[config.mk]
export PLATFORM = sky130hd
export DESIGN_NAME = twiddle_gen
export DESIGN_NICKNAME = d
export VERILOG_FILES = /design/src/rtl/twg_pkg.sv /design/src/rtl/twg_step_rom.sv /design/src/rtl/twg_corr_rom.sv /design/src/rtl/twg_lane.sv /design/src/rtl/twiddle_gen.sv
export SDC_FILE = /design/constraint.sdc
export NUM_CORES = 2
export LEC_CHECK = 0
export ABC_CLOCK_PERIOD_IN_PS = 14800
export BUFFER_PORTS_ARGS = -buffer_cell sky130_fd_sc_hd__buf_2
export CORE_MARGIN = 2
export CORE_UTILIZATION = 39
export CTS_BUF_LIST = sky130_fd_sc_hd__clkbuf_16
export CTS_CLUSTER_DIAMETER = 200
export DETAILED_ROUTE_END_ITERATION = 10
export GPL_ROUTABILITY_DRIVEN = 0
export GPL_TIMING_DRIVEN = 0
export SYNTH_ARGS = -nofsm -noshare
export SYNTH_HDL_FRONTEND = slang
export SYNTH_SLANG_ARGS = --single-unit
[constraint.sdc]
create_clock -name clk -period 14.8 [get_ports clk]
set_input_delay 1.48 -clock clk [delete_from_list [all_inputs] [get_ports clk]]
set_output_delay 1.48 -clock clk [all_outputs]
set_load 0.005 [all_outputs]
[src/rtl/twg_pkg.sv]
package twg_pkg;

  localparam real TWO_PI = 6.283185307179586;

  // Exact value of cos or sin(2*pi*k/n), scaled by 2^frac, rounded to nearest.
  function automatic int fixed_trig(input int k, input int n, input int frac, input bit use_sin);
    real ang;
    real v;
    ang = TWO_PI * real'(k) / real'(n);
    v   = use_sin ? $sin(ang) : $cos(ang);
    return $rtoi($floor(v * real'(longint'(1) << frac) + 0.5));
  endfunction

  // One recurrence step: round(2*k*cur / 2^kfrac) - prv.
  function automatic longint recur_next(input longint k, input longint cur,
                                        input longint prv, input int kfrac);
    longint prod;
    prod = k * cur;
    return ((prod + (longint'(1) << (kfrac - 2))) >>> (kfrac - 1)) - prv;
  endfunction

  // Signed 3-bit nudge that forces the low bits of raw to want.
  function automatic longint lsb_fix(input longint raw, input logic [2:0] want);
    logic [2:0] d;
    logic [2:0] have;
    have = raw[2:0];
    d    = want - have;
    return raw + longint'(signed'({{61{d[2]}}, d}));
  endfunction

  // Round to nearest by dropping 'drop' low bits (arithmetic).
  function automatic longint drop_round(input longint v, input int drop);
    return (v + (longint'(1) << (drop - 1))) >>> drop;
  endfunction

  // Limit a length code to the largest supported one.
  function automatic int clamp_code(input int code, input int top);
    return (code > top) ? top : code;
  endfunction

endpackage

[src/rtl/twg_step_rom.sv]
module twg_step_rom #(
  parameter int MIN_LOG2 = 3,
  parameter int NUM_LEN  = 4,
  parameter int LSW      = 2,
  parameter int K_W      = 26,
  parameter int K_FRAC   = 24,
  parameter int COS_W    = 23,
  parameter int SIN_W    = 16
) (
  input  logic [LSW-1:0]          sel_i,
  output logic signed [K_W-1:0]   k_o,
  output logic signed [COS_W-1:0] cos1_o,
  output logic signed [SIN_W-1:0] sin1_o
);
  localparam int SLOTS    = 1 << LSW;
  localparam int COS_FRAC = COS_W - 2;
  localparam int SIN_FRAC = SIN_W - 2;

  logic signed [K_W-1:0]   k_tab   [SLOTS];
  logic signed [COS_W-1:0] cos_tab [SLOTS];
  logic signed [SIN_W-1:0] sin_tab [SLOTS];

  // Unused code slots repeat the longest length.
  for (genvar j = 0; j < SLOTS; j++) begin : g_len
    localparam int LJ = (j < NUM_LEN) ? j : NUM_LEN - 1;
    localparam int NP = 1 << (MIN_LOG2 + LJ);
    localparam int KV = twg_pkg::fixed_trig(1, NP, K_FRAC, 1'b0);
    localparam int CV = twg_pkg::fixed_trig(1, NP, COS_FRAC, 1'b0);
    localparam int SV = twg_pkg::fixed_trig(1, NP, SIN_FRAC, 1'b1);
    assign k_tab[j]   = K_W'(KV);
    assign cos_tab[j] = COS_W'(CV);
    assign sin_tab[j] = SIN_W'(SV);
  end

  assign k_o    = k_tab[sel_i];
  assign cos1_o = cos_tab[sel_i];
  assign sin1_o = sin_tab[sel_i];
endmodule

[src/rtl/twg_corr_rom.sv]
module twg_corr_rom #(
  parameter int AW       = 6,
  parameter int COS_FRAC = 21,
  parameter int SIN_FRAC = 14
) (
  input  logic [AW-1:0] addr_i,
  output logic [2:0]    cos_lsb_o,
  output logic [2:0]    sin_lsb_o
);
  localparam int DEPTH = 1 << AW;

  logic [2:0] cos_tab [DEPTH];
  logic [2:0] sin_tab [DEPTH];

  // Low three bits of the exact values at the finest angle grid.
  for (genvar i = 0; i < DEPTH; i++) begin : g_ent
    localparam int CV = twg_pkg::fixed_trig(i, DEPTH, COS_FRAC, 1'b0);
    localparam int SV = twg_pkg::fixed_trig(i, DEPTH, SIN_FRAC, 1'b1);
    assign cos_tab[i] = 3'(CV);
    assign sin_tab[i] = 3'(SV);
  end

  assign cos_lsb_o = cos_tab[addr_i];
  assign sin_lsb_o = sin_tab[addr_i];
endmodule

[src/rtl/twg_lane.sv]
module twg_lane #(
  parameter int W      = 16,
  parameter int K_W    = 26,
  parameter int K_FRAC = 24
) (
  input  logic                clk,
  input  logic                rst_n,
  input  logic                load_i,
  input  logic                step_i,
  input  logic signed [W-1:0] seed0_i,
  input  logic signed [W-1:0] seed1_i,
  input  logic signed [K_W-1:0] k_i,
  input  logic [2:0]          want_i,
  output logic signed [W-1:0] cur_o
);
  localparam int RW = W + 1;

  logic signed [W-1:0]  h_a;     // value at the shown index
  logic signed [W-1:0]  h_b;     // value one index ahead
  logic signed [RW-1:0] raw_w;   // plain recurrence result
  logic signed [RW-1:0] fix_w;   // result after low-bit correction

  always_comb begin
    raw_w = RW'(twg_pkg::recur_next(longint'(k_i), longint'(h_b), longint'(h_a), K_FRAC));
    fix_w = RW'(twg_pkg::lsb_fix(longint'(raw_w), want_i));
  end

  always_ff @(posedge clk) begin
    if (!rst_n) begin
      h_a <= '0;
      h_b <= '0;
    end else if (load_i) begin
      h_a <= seed0_i;
      h_b <= seed1_i;
    end else if (step_i) begin
      h_a <= h_b;
      h_b <= W'(fix_w);
    end
  end

  assign cur_o = h_a;


  lane_lsb_chk: assert property (@(posedge clk) disable iff (!rst_n)
    (step_i && !load_i) |=> (h_b[2:0] == $past(want_i)));


  lane_shift_chk: assert property (@(posedge clk) disable iff (!rst_n)
    (step_i && !load_i) |=> (h_a == $past(h_b)));


  lane_fit_chk: assert property (@(posedge clk) disable iff (!rst_n)
    step_i |-> (fix_w[RW-1] == fix_w[RW-2]));
endmodule

[src/rtl/twiddle_gen.sv]
module twiddle_gen #(
  parameter int MIN_LOG2 = 3,
  parameter int MAX_LOG2 = 6,
  parameter int SIN_W    = 16,
  parameter int COS_W    = 23,
  parameter int OUT_W    = 16,
  parameter int K_W      = 26,
  parameter int K_FRAC   = 24
) (
  input  logic             clk,
  input  logic             rst_n,
  input  logic             start_i,
  input  logic [1:0]       len_sel_i,
  input  logic             adv_i,
  output logic             valid_o,
  output logic [OUT_W-1:0] cos_o,
  output logic [OUT_W-1:0] sin_o
);
  localparam int NUM_LEN  = MAX_LOG2 - MIN_LOG2 + 1;
  localparam int LSW      = 2;
  localparam int AW       = MAX_LOG2;
  localparam int COS_FRAC = COS_W - 2;
  localparam int SIN_FRAC = SIN_W - 2;
  localparam int DROP     = COS_W - OUT_W;
  localparam int ONE_OUT  = 1 << (OUT_W - 2);

  logic           armed_q;
  logic [LSW-1:0] lsel_q;
  logic [AW-1:0]  idx_q;
  logic           valid_q;

  // Named events for the checks
  logic           go_step;
  logic [LSW-1:0] rom_sel;
  logic [AW-1:0]  idx_mask;
  logic [AW-1:0]  idx_next;
  logic [AW-1:0]  ahead2;
  logic [AW-1:0]  corr_addr;

  logic signed [K_W-1:0]   k_step;
  logic signed [COS_W-1:0] cos_seed1;
  logic signed [SIN_W-1:0] sin_seed1;
  logic [2:0]              cos_want;
  logic [2:0]              sin_want;
  logic signed [COS_W-1:0] cos_cur;
  logic signed [SIN_W-1:0] sin_cur;

  always_comb begin
    go_step   = adv_i && armed_q && !start_i;
    rom_sel   = start_i ? LSW'(twg_pkg::clamp_code(int'(len_sel_i), NUM_LEN - 1)) : lsel_q;
    idx_mask  = AW'((1 << (MIN_LOG2 + int'(lsel_q))) - 1);
    idx_next  = (idx_q + AW'(1)) & idx_mask;
    ahead2    = (idx_q + AW'(2)) & idx_mask;
    corr_addr = AW'(ahead2 << (NUM_LEN - 1 - int'(lsel_q)));
  end

  always_ff @(posedge clk) begin
    if (!rst_n) begin
      armed_q <= 1'b0;
      lsel_q  <= '0;
      idx_q   <= '0;
      valid_q <= 1'b0;
    end else begin
      valid_q <= start_i || go_step;
      if (start_i) begin
        armed_q <= 1'b1;
        lsel_q  <= LSW'(twg_pkg::clamp_code(int'(len_sel_i), NUM_LEN - 1));
        idx_q   <= '0;
      end else if (go_step) begin
        idx_q   <= idx_next;
      end
    end
  end

  twg_step_rom #(
    .MIN_LOG2(MIN_LOG2), .NUM_LEN(NUM_LEN), .LSW(LSW),
    .K_W(K_W), .K_FRAC(K_FRAC), .COS_W(COS_W), .SIN_W(SIN_W)
  ) u_step (
    .sel_i (rom_sel),
    .k_o   (k_step),
    .cos1_o(cos_seed1),
    .sin1_o(sin_seed1)
  );

  twg_corr_rom #(
    .AW(AW), .COS_FRAC(COS_FRAC), .SIN_FRAC(SIN_FRAC)
  ) u_corr (
    .addr_i   (corr_addr),
    .cos_lsb_o(cos_want),
    .sin_lsb_o(sin_want)
  );

  twg_lane #(.W(COS_W), .K_W(K_W), .K_FRAC(K_FRAC)) u_cos (
    .clk    (clk),
    .rst_n  (rst_n),
    .load_i (start_i),
    .step_i (go_step),
    .seed0_i(COS_W'(1 << COS_FRAC)),
    .seed1_i(cos_seed1),
    .k_i    (k_step),
    .want_i (cos_want),
    .cur_o  (cos_cur)
  );

  twg_lane #(.W(SIN_W), .K_W(K_W), .K_FRAC(K_FRAC)) u_sin (
    .clk    (clk),
    .rst_n  (rst_n),
    .load_i (start_i),
    .step_i (go_step),
    .seed0_i('0),
    .seed1_i(sin_seed1),
    .k_i    (k_step),
    .want_i (sin_want),
    .cur_o  (sin_cur)
  );

  assign valid_o = valid_q;
  assign sin_o   = OUT_W'(sin_cur);
  assign cos_o   = OUT_W'(twg_pkg::drop_round(longint'(cos_cur), DROP));


  start_seed_chk: assert property (@(posedge clk) disable iff (!rst_n)
    start_i |=> (valid_o && sin_o == '0 && cos_o == OUT_W'(ONE_OUT)));


  idle_hold_chk: assert property (@(posedge clk) disable iff (!rst_n)
    (!start_i && !adv_i) |=> (!valid_o && $stable(cos_o) && $stable(sin_o)));


  unarmed_ignore_chk: assert property (@(posedge clk) disable iff (!rst_n)
    (!armed_q && !start_i) |=> (!valid_o && $stable(cos_o) && $stable(sin_o)));


  index_wrap_chk: assert property (@(posedge clk) disable iff (!rst_n)
    (go_step && idx_q == idx_mask) |=> (idx_q == '0));


  start_wins_chk: assert property (@(posedge clk) disable iff (!rst_n)
    (start_i && adv_i) |=> (idx_q == '0 && sin_o == '0));
endmodule

; ---- Word level (Yosys, flattened, before mapping)
; Memories as Yosys holds them, arrays and structs flattened.
; Cells that the tools add are included.
[word_totals]
latch_bits = 0
in_bits = 6
output_inout_bits = 33
memories = 2
ramBits = 0
romBits = 384
elab_cells = 62
register_bits = 88
[mem_list]
columns = name, words, word_bits, rd, rd_clocked_by_memory_dff, wr, line_no
row1 = (name not given), 64, 3, 1, 0, 0, twg_corr_rom.sv:23  ; assign cos_lsb_o = cos_tab[addr_i];
row2 = (name not given), 64, 3, 1, 0, 0, twg_corr_rom.sv:24  ; assign sin_lsb_o = sin_tab[addr_i];
[classes]
eq_ne = 0
multipliers = 2
n_lt_le_gt_ge = 2
bitwise = 5
mux = 20
reduce_logical = 6
shift = 2
n_div = 0
addsub = 14
[ops]
columns = op, count
row1 = $mux 23, 4
row2 = $mux 16, 4
row3 = $bmux 26 s2, 1
row4 = $mux 26, 2
row5 = $add 46x24->46 const B, 1
row6 = $bmux 23 s2, 1
row7 = $mul 26x23->46, 1
row8 = $mux 22, 2
row9 = $add 39x24->39 const B, 1
row10 = $mul 26x16->39, 1
row11 = $bmux 16 s2, 1
row12 = $shl 6x32->6, 1
row13 = $add 23x3->23, 1
row14 = $add 23x8->23 const B, 1
row15 = $sub 23x23->23, 1
row16 = $add 16x3->16, 1
row17 = $sub 16x16->16, 1
row18 = $and 6x6->6, 2
row19 = $mux 3, 4
row20 = $ge 7x7->1 const B, 1
row21 = $not 6->7, 1
row22 = $add 6x1->6 const B, 1
row23 = $add 6x2->6 const B, 1
row24 = $shl 1x3->6 const A, 1
row25 = other kinds (13), 15

; ---- Longest topological paths before layout
[logic_depth]
word_depth = 13
depth_mapped = 58
depth_no_buf = 54

; ---- Cells and area by module
; From an unflattened synthesis, not the netlist that was laid out.
[unflattened]
cells_unflattened = 5014
hier_area_um2 = 43307.8
[modules_own_cells]
columns = mod, instances, cells_each, area_each_um2
row1 = twg_lane (u_cos), 1, 2835, 24882.6
row2 = twg_lane (u_sin), 1, 1876, 16241.8
row3 = twiddle_gen, 1, 131, 985.9
row4 = twg_corr_rom, 1, 100, 651.9
row5 = twg_step_rom, 1, 72, 545.5

; ---- Worst setup path after synthesis
; Ideal clock, no wire load.
[synth_path]
path_type = input to register
from = in start_i
to = reg u_cos.h_b[22]
required_ps = 14730
path_slack_ps = 1272
n_path_buf = 4
arrival_ps = 13458
stages = 52
path_cell_list = clkbuf_1 > inv_2 > a21boi_0 > clkinv_1 > clkbuf_1 > ha_1 > or2_2 > clkbuf_1 > clkbuf_1 > nand2_1 > inv_1 > fa_1 > fa_1 > inv_1 > fa_1 > inv_1 > ha_1 > inv_1 > (+16 left out) > ha_1 > inv_1 > fa_1 > fa_1 > xnor2_1 > xnor2_1 > ha_1 > a21oi_1 > inv_1 > o41a_1 > a21o_1 > o22ai_1 > o21bai_1 > a21oi_1 > o21ai_0 > xnor2_1 > xor3_1 > a21oi_1
[synth_via]
elab_chain_cells = 12
elab_cells_between_ends = 18
[synth_lines]
columns = element, line_no
row1 = "start, declared", twiddle_gen.sv:12  ; input logic start_i,
row2 = $mux 2, --
row3 = $not 2->3 (implied by the code), "twg_step_rom.sv:35, twg_step_rom.sv:36"
row4 = $bmux 26 s2, twg_step_rom.sv:35  ; assign k_o = k_tab[sel_i];
row5 = $mux 26 (implied by the code) (2 in a row), twg_step_rom.sv:35
row6 = $mul 26x23->46, twg_pkg.sv:18  ; prod = k * cur;
row7 = $add 46x24->46, twg_pkg.sv:19  ; return ((prod + (longint'(1) << (kfrac - 2))) >>> (kfrac - 1)) - prv;
row8 = $sub 23x23->23, twg_pkg.sv:19
row9 = $sub 3x3->3, twg_pkg.sv:27  ; d = want - have;
row10 = $add 23x3->23, twg_pkg.sv:28  ; return raw + longint'(signed'({{61{d[2]}}, d}));
row11 = $mux 23, twg_lane.sv:35  ; end else if (step_i) begin
row12 = $mux 23, twg_lane.sv:32  ; end else if (load_i) begin
row13 = "end signal, assigned", twg_lane.sv:34  ; h_b <= seed1_i;
row14 = "end signal, assigned", twg_lane.sv:37  ; h_b <= W'(fix_w);
row15 = "end, declared", twg_lane.sv:19  ; logic signed [W-1:0] h_b;
; Parallel ways exist; a longest one is shown, timed or not. The select of a mux whose other input is x is not followed.
; A chain may end at the register's enable or synchronous reset.

; ---- Worst setup path in the final report
; Same ends and word-level chain as after synthesis.

==> flow_summary.yaml <==
drt:
  drcViolationCount: 0
  dr_wl_met2_um: 46300
  antenna_violating_nets_post_route: 0
  routed_wl_um: 107000
  viasPerCell: 5.10
  wl_met3_um: 9450
  detail_route.iter0.violations: 2241
  drt-wirelength-per-cell_um: 21.1
  vias: 25900
  detail_route.wirelength.met1_um: 46200
  topRoutingLayerUsed: "met5"
  detailedRoute.firstPassIterationCount: 6
setup_path:
  crit_path_frequent_cell: "inv_1"
  startpoint_type: "primary input"
  worst-endpoint-arrival_ps: 14530
  critPathMaxStageDelay_ps: 570
  path_class: "in2reg"
  critical_path_peak_fanout: 14
  ff2ff_path_depth: 46
  cp-startpoint: "start_i"
  critical_path_required_ps: 15100
  r2r-start: "lsel_q[1]"
  slowest_library_cell_on_the_worst_path: "fa_1"
  critical_path.endpoint_type: "register"
yosys:
  seq_area_frac_synth: 0.0513
  postSynthAreaPerCell_um2: 8.91
  synth_cell_types: 80
  synth_compound_gate_area_share: 0.0793
  synth_fa_ha_area_frac: 0.577
  synth.ff_latch_count: 88
  async_flop_share: 0
  netlist_instances: 3855
  synth_xor_area_frac: 0.0335
  synth-warning-count: 0
  synth_flop_cell: "dfxtp_1"
  synth-edff-count: 0
  netlist_area_before_placement_um2: 34300
  synth.mux.area_fraction: 0.00561
  yosys.area_share.simple: 0.121
  synth_top_family_by_area: "adder cells"
layout:
  n_fill_cell: 8877
  final_layout_size_suffix_gt1_frac: 0.0347
  finalNonFillerCells: 5077
  final_area_um2: 36500
  area_growth_syn_to_layout_pct: 6.38
  design.final.nets: 5083
sta:
  setup_viol_count_final: 0
  finalClockSkew_ps: 5.93
  timing.max_slew.rel_slack: 0.187
  grt_setup_unrepaired: "false"
  final_hold_viol_count: 0
  worstMarginPinSlew_ps: 1220
  finalWorstSetupSlack_ps: 570
  min_period_ps: 14230
  max_clock_freq_ghz: 0.0703
  period_share: 0.962
  final_max_slew_viol_count: 0
place:
  dp.final_hpwl_um: 93200
  dpl.cell_count: 5050
  placement.setup.worst_slack_ps: -3090
  portBuffers: 37
  dpl_cell_area_um2: 36000
floorplanning:
  die-area_um2: 90500
  floorplan.core_area_um2: 87000
  floorplan.initialDensity: 0.395
  io-pin-count: 39
  width_of_the_die_um: 301
  die_y_um: 301
  rows: 108
global_routing:
  number_of_global_route_vias_before_repair: 26800
  grt_pass1_wl_um: 165000
  number_of_antenna_violations_at_the_first_check_in_global_routing: 2
  grt_start_max_net_pins: 23
  overflow: 0
  grt_use_total: 0.244
min_path:
  worst_hold_path.num_cells: 2
  hp-start: "u_cos.cur_o[5]"
  class_of_the_most_critical_hold_timing_path: "reg2reg"
flow_run:
  maxCapViolations: 0
clock_network:
  cts_sinks: 88
  clkLatencyLatePin_ps: 370
  h-tree-depth: 3
  tritoncts_buffers: 9
  tritoncts: "yes"
  cts_max_path_buffers: 2
  clock-root-buffer: "clkbuf_16"
  clkSlewWorstSetupHoldPaths_ps: 80
outcome:
  run_status: "finished, final reports clean"
==> synthesized netlist by cell type (5+ instances only) <==
cell	number	share of area
xor2_1	38	0.0097
a31oi_1	9	0.0016
ha_1	471	0.17
o31ai_1	5	0.0011
a21o_1	29	0.0063
o21a_1	18	0.0039
inv_1	1084	0.12
a211oi_1	22	0.0048
nor4_1	7	0.0013
mux2i_1	8	0.0023
nand2_1	247	0.027
nor3_1	26	0.0038
nand2b_1	100	0.018
nor2_1	155	0.017
and3_1	12	0.0022
or2_2	7	0.0013
a21boi_0	5	0.0011
o21ai_0	72	0.010
a21oi_1	156	0.023
clkbuf_1	108	0.012
xnor2_1	88	0.022
nand4_1	10	0.0018
and2_1	119	0.022
fa_1	695	0.41
o21bai_1	19	0.0042
buf_1	7	0.00077
o221a_2	15	0.0049
or3_1	8	0.0015
nor2b_1	88	0.016
dfxtp_1	88	0.051
nand3_1	32	0.0047
o211ai_1	9	0.0020
o41ai_1	5	0.0013
==> through the flow <==
step                TNS [ps]   util  hold WS (ps)
CTS                     -229  0.419           457
floorplan                  0      -           436
detailed placement    -62370  0.414           446
global placement      -87650  0.413           443
global route               0  0.420           483
finish                     0  0.420           459
==> logic make-up after synthesis <==
family          Yosys count
compound gates          420
xor+xnor                128
fa+ha+maj              1166
buf+inv                1210
flops                    88
mux                      15
other cells               1
simple gates            827
==> flip-flops by register name, indices dropped and copies added (netlist names) <==
name and count:
u_sin.h_b 16, u_sin.cur_o 16, armed_q 1, idx_q 6, lsel_q 2, u_cos.cur_o 23
u_cos.h_b 23, valid_o 1
==> final timing paths <==
kind,to,slack (ps)
worst max-delay path,u_cos.h_b[22],570
worst min-delay path,u_cos.cur_o[5],460
worst max register to register,u_cos.h_b[22],990
worst min register to register,u_cos.cur_o[5],460
==> placed cells by master (no fill, tap or decap), types with 7 or more instances in the layout <==
master / count
buf_1: 7
ha_1: 470
nor2b_1: 86
a21o_1: 29
o21ai_0: 72
a21oi_1: 155
nor3_1: 26
clkbuf_1: 92
fa_1: 695
a211oi_1: 22
and2_1: 119
nand4_1: 10
nor4_1: 7
inv_1: 1084
clkbuf_2: 9
o21bai_1: 19
nand3_1: 32
or3_1: 8
a31oi_1: 9
mux2i_1: 8
dfxtp_1: 88
buf_2: 40
xor2_1: 36
nand2_1: 247
clkbuf_16: 9
xnor2_1: 85
nand2b_1: 100
buf_4: 8
o21a_1: 18
nor2_1: 155
o221a_2: 15
or2_2: 7
and3_1: 12
o211ai_1: 9
==> metal layers <==
| layer | up-vias | track usage |
|---|---|---|
| li1 | 11800 | - |
| met1 | 12700 | 0.342 |
| met2 | 1174 | 0.376 |
| met3 | 211 | 0.0443 |
| met4 | 2 | 0.0933 |
| met5 | - | 0 |
==> worst max-delay path: cells and delay by family <==
kind | cells | cell delay [ps]
AOI/OAI and AO/OA | 14 | 3240
xor gates and xnor gates | 5 | 1560
adders and majority gates | 13 | 5710
buffers and inverters | 15 | 1870
and+or+nand+nor | 2 | 590
==> repair_timing <==
item | in CTS | in global routing
hold buffers | 0 | 0
endpoints found under the setup margin | 35 | 16
gates resized for setup | 25 | 35
pin swaps | 1 | 4
setup buffers | 2 | 5
==> area by class of cell <==
class	count	area, µm²	area share
Antenna cell	6	15.0	0.000411
Timing Repair Buffer	46	268	0.00733
Clock inverter	7	86.3	0.00236
Sequential cell	88	1760	0.0482
Multi-Input combinational cell	2558	28100	0.770
Clock buffer	9	225	0.00616
Buffer	119	510	0.0140
Tap cell	1155	1450	0.0396
Inverter	1089	4100	0.112
Power is not shown: default switching activity piles up to over one toggle a cycle in this logic, so the estimate is an artifact.
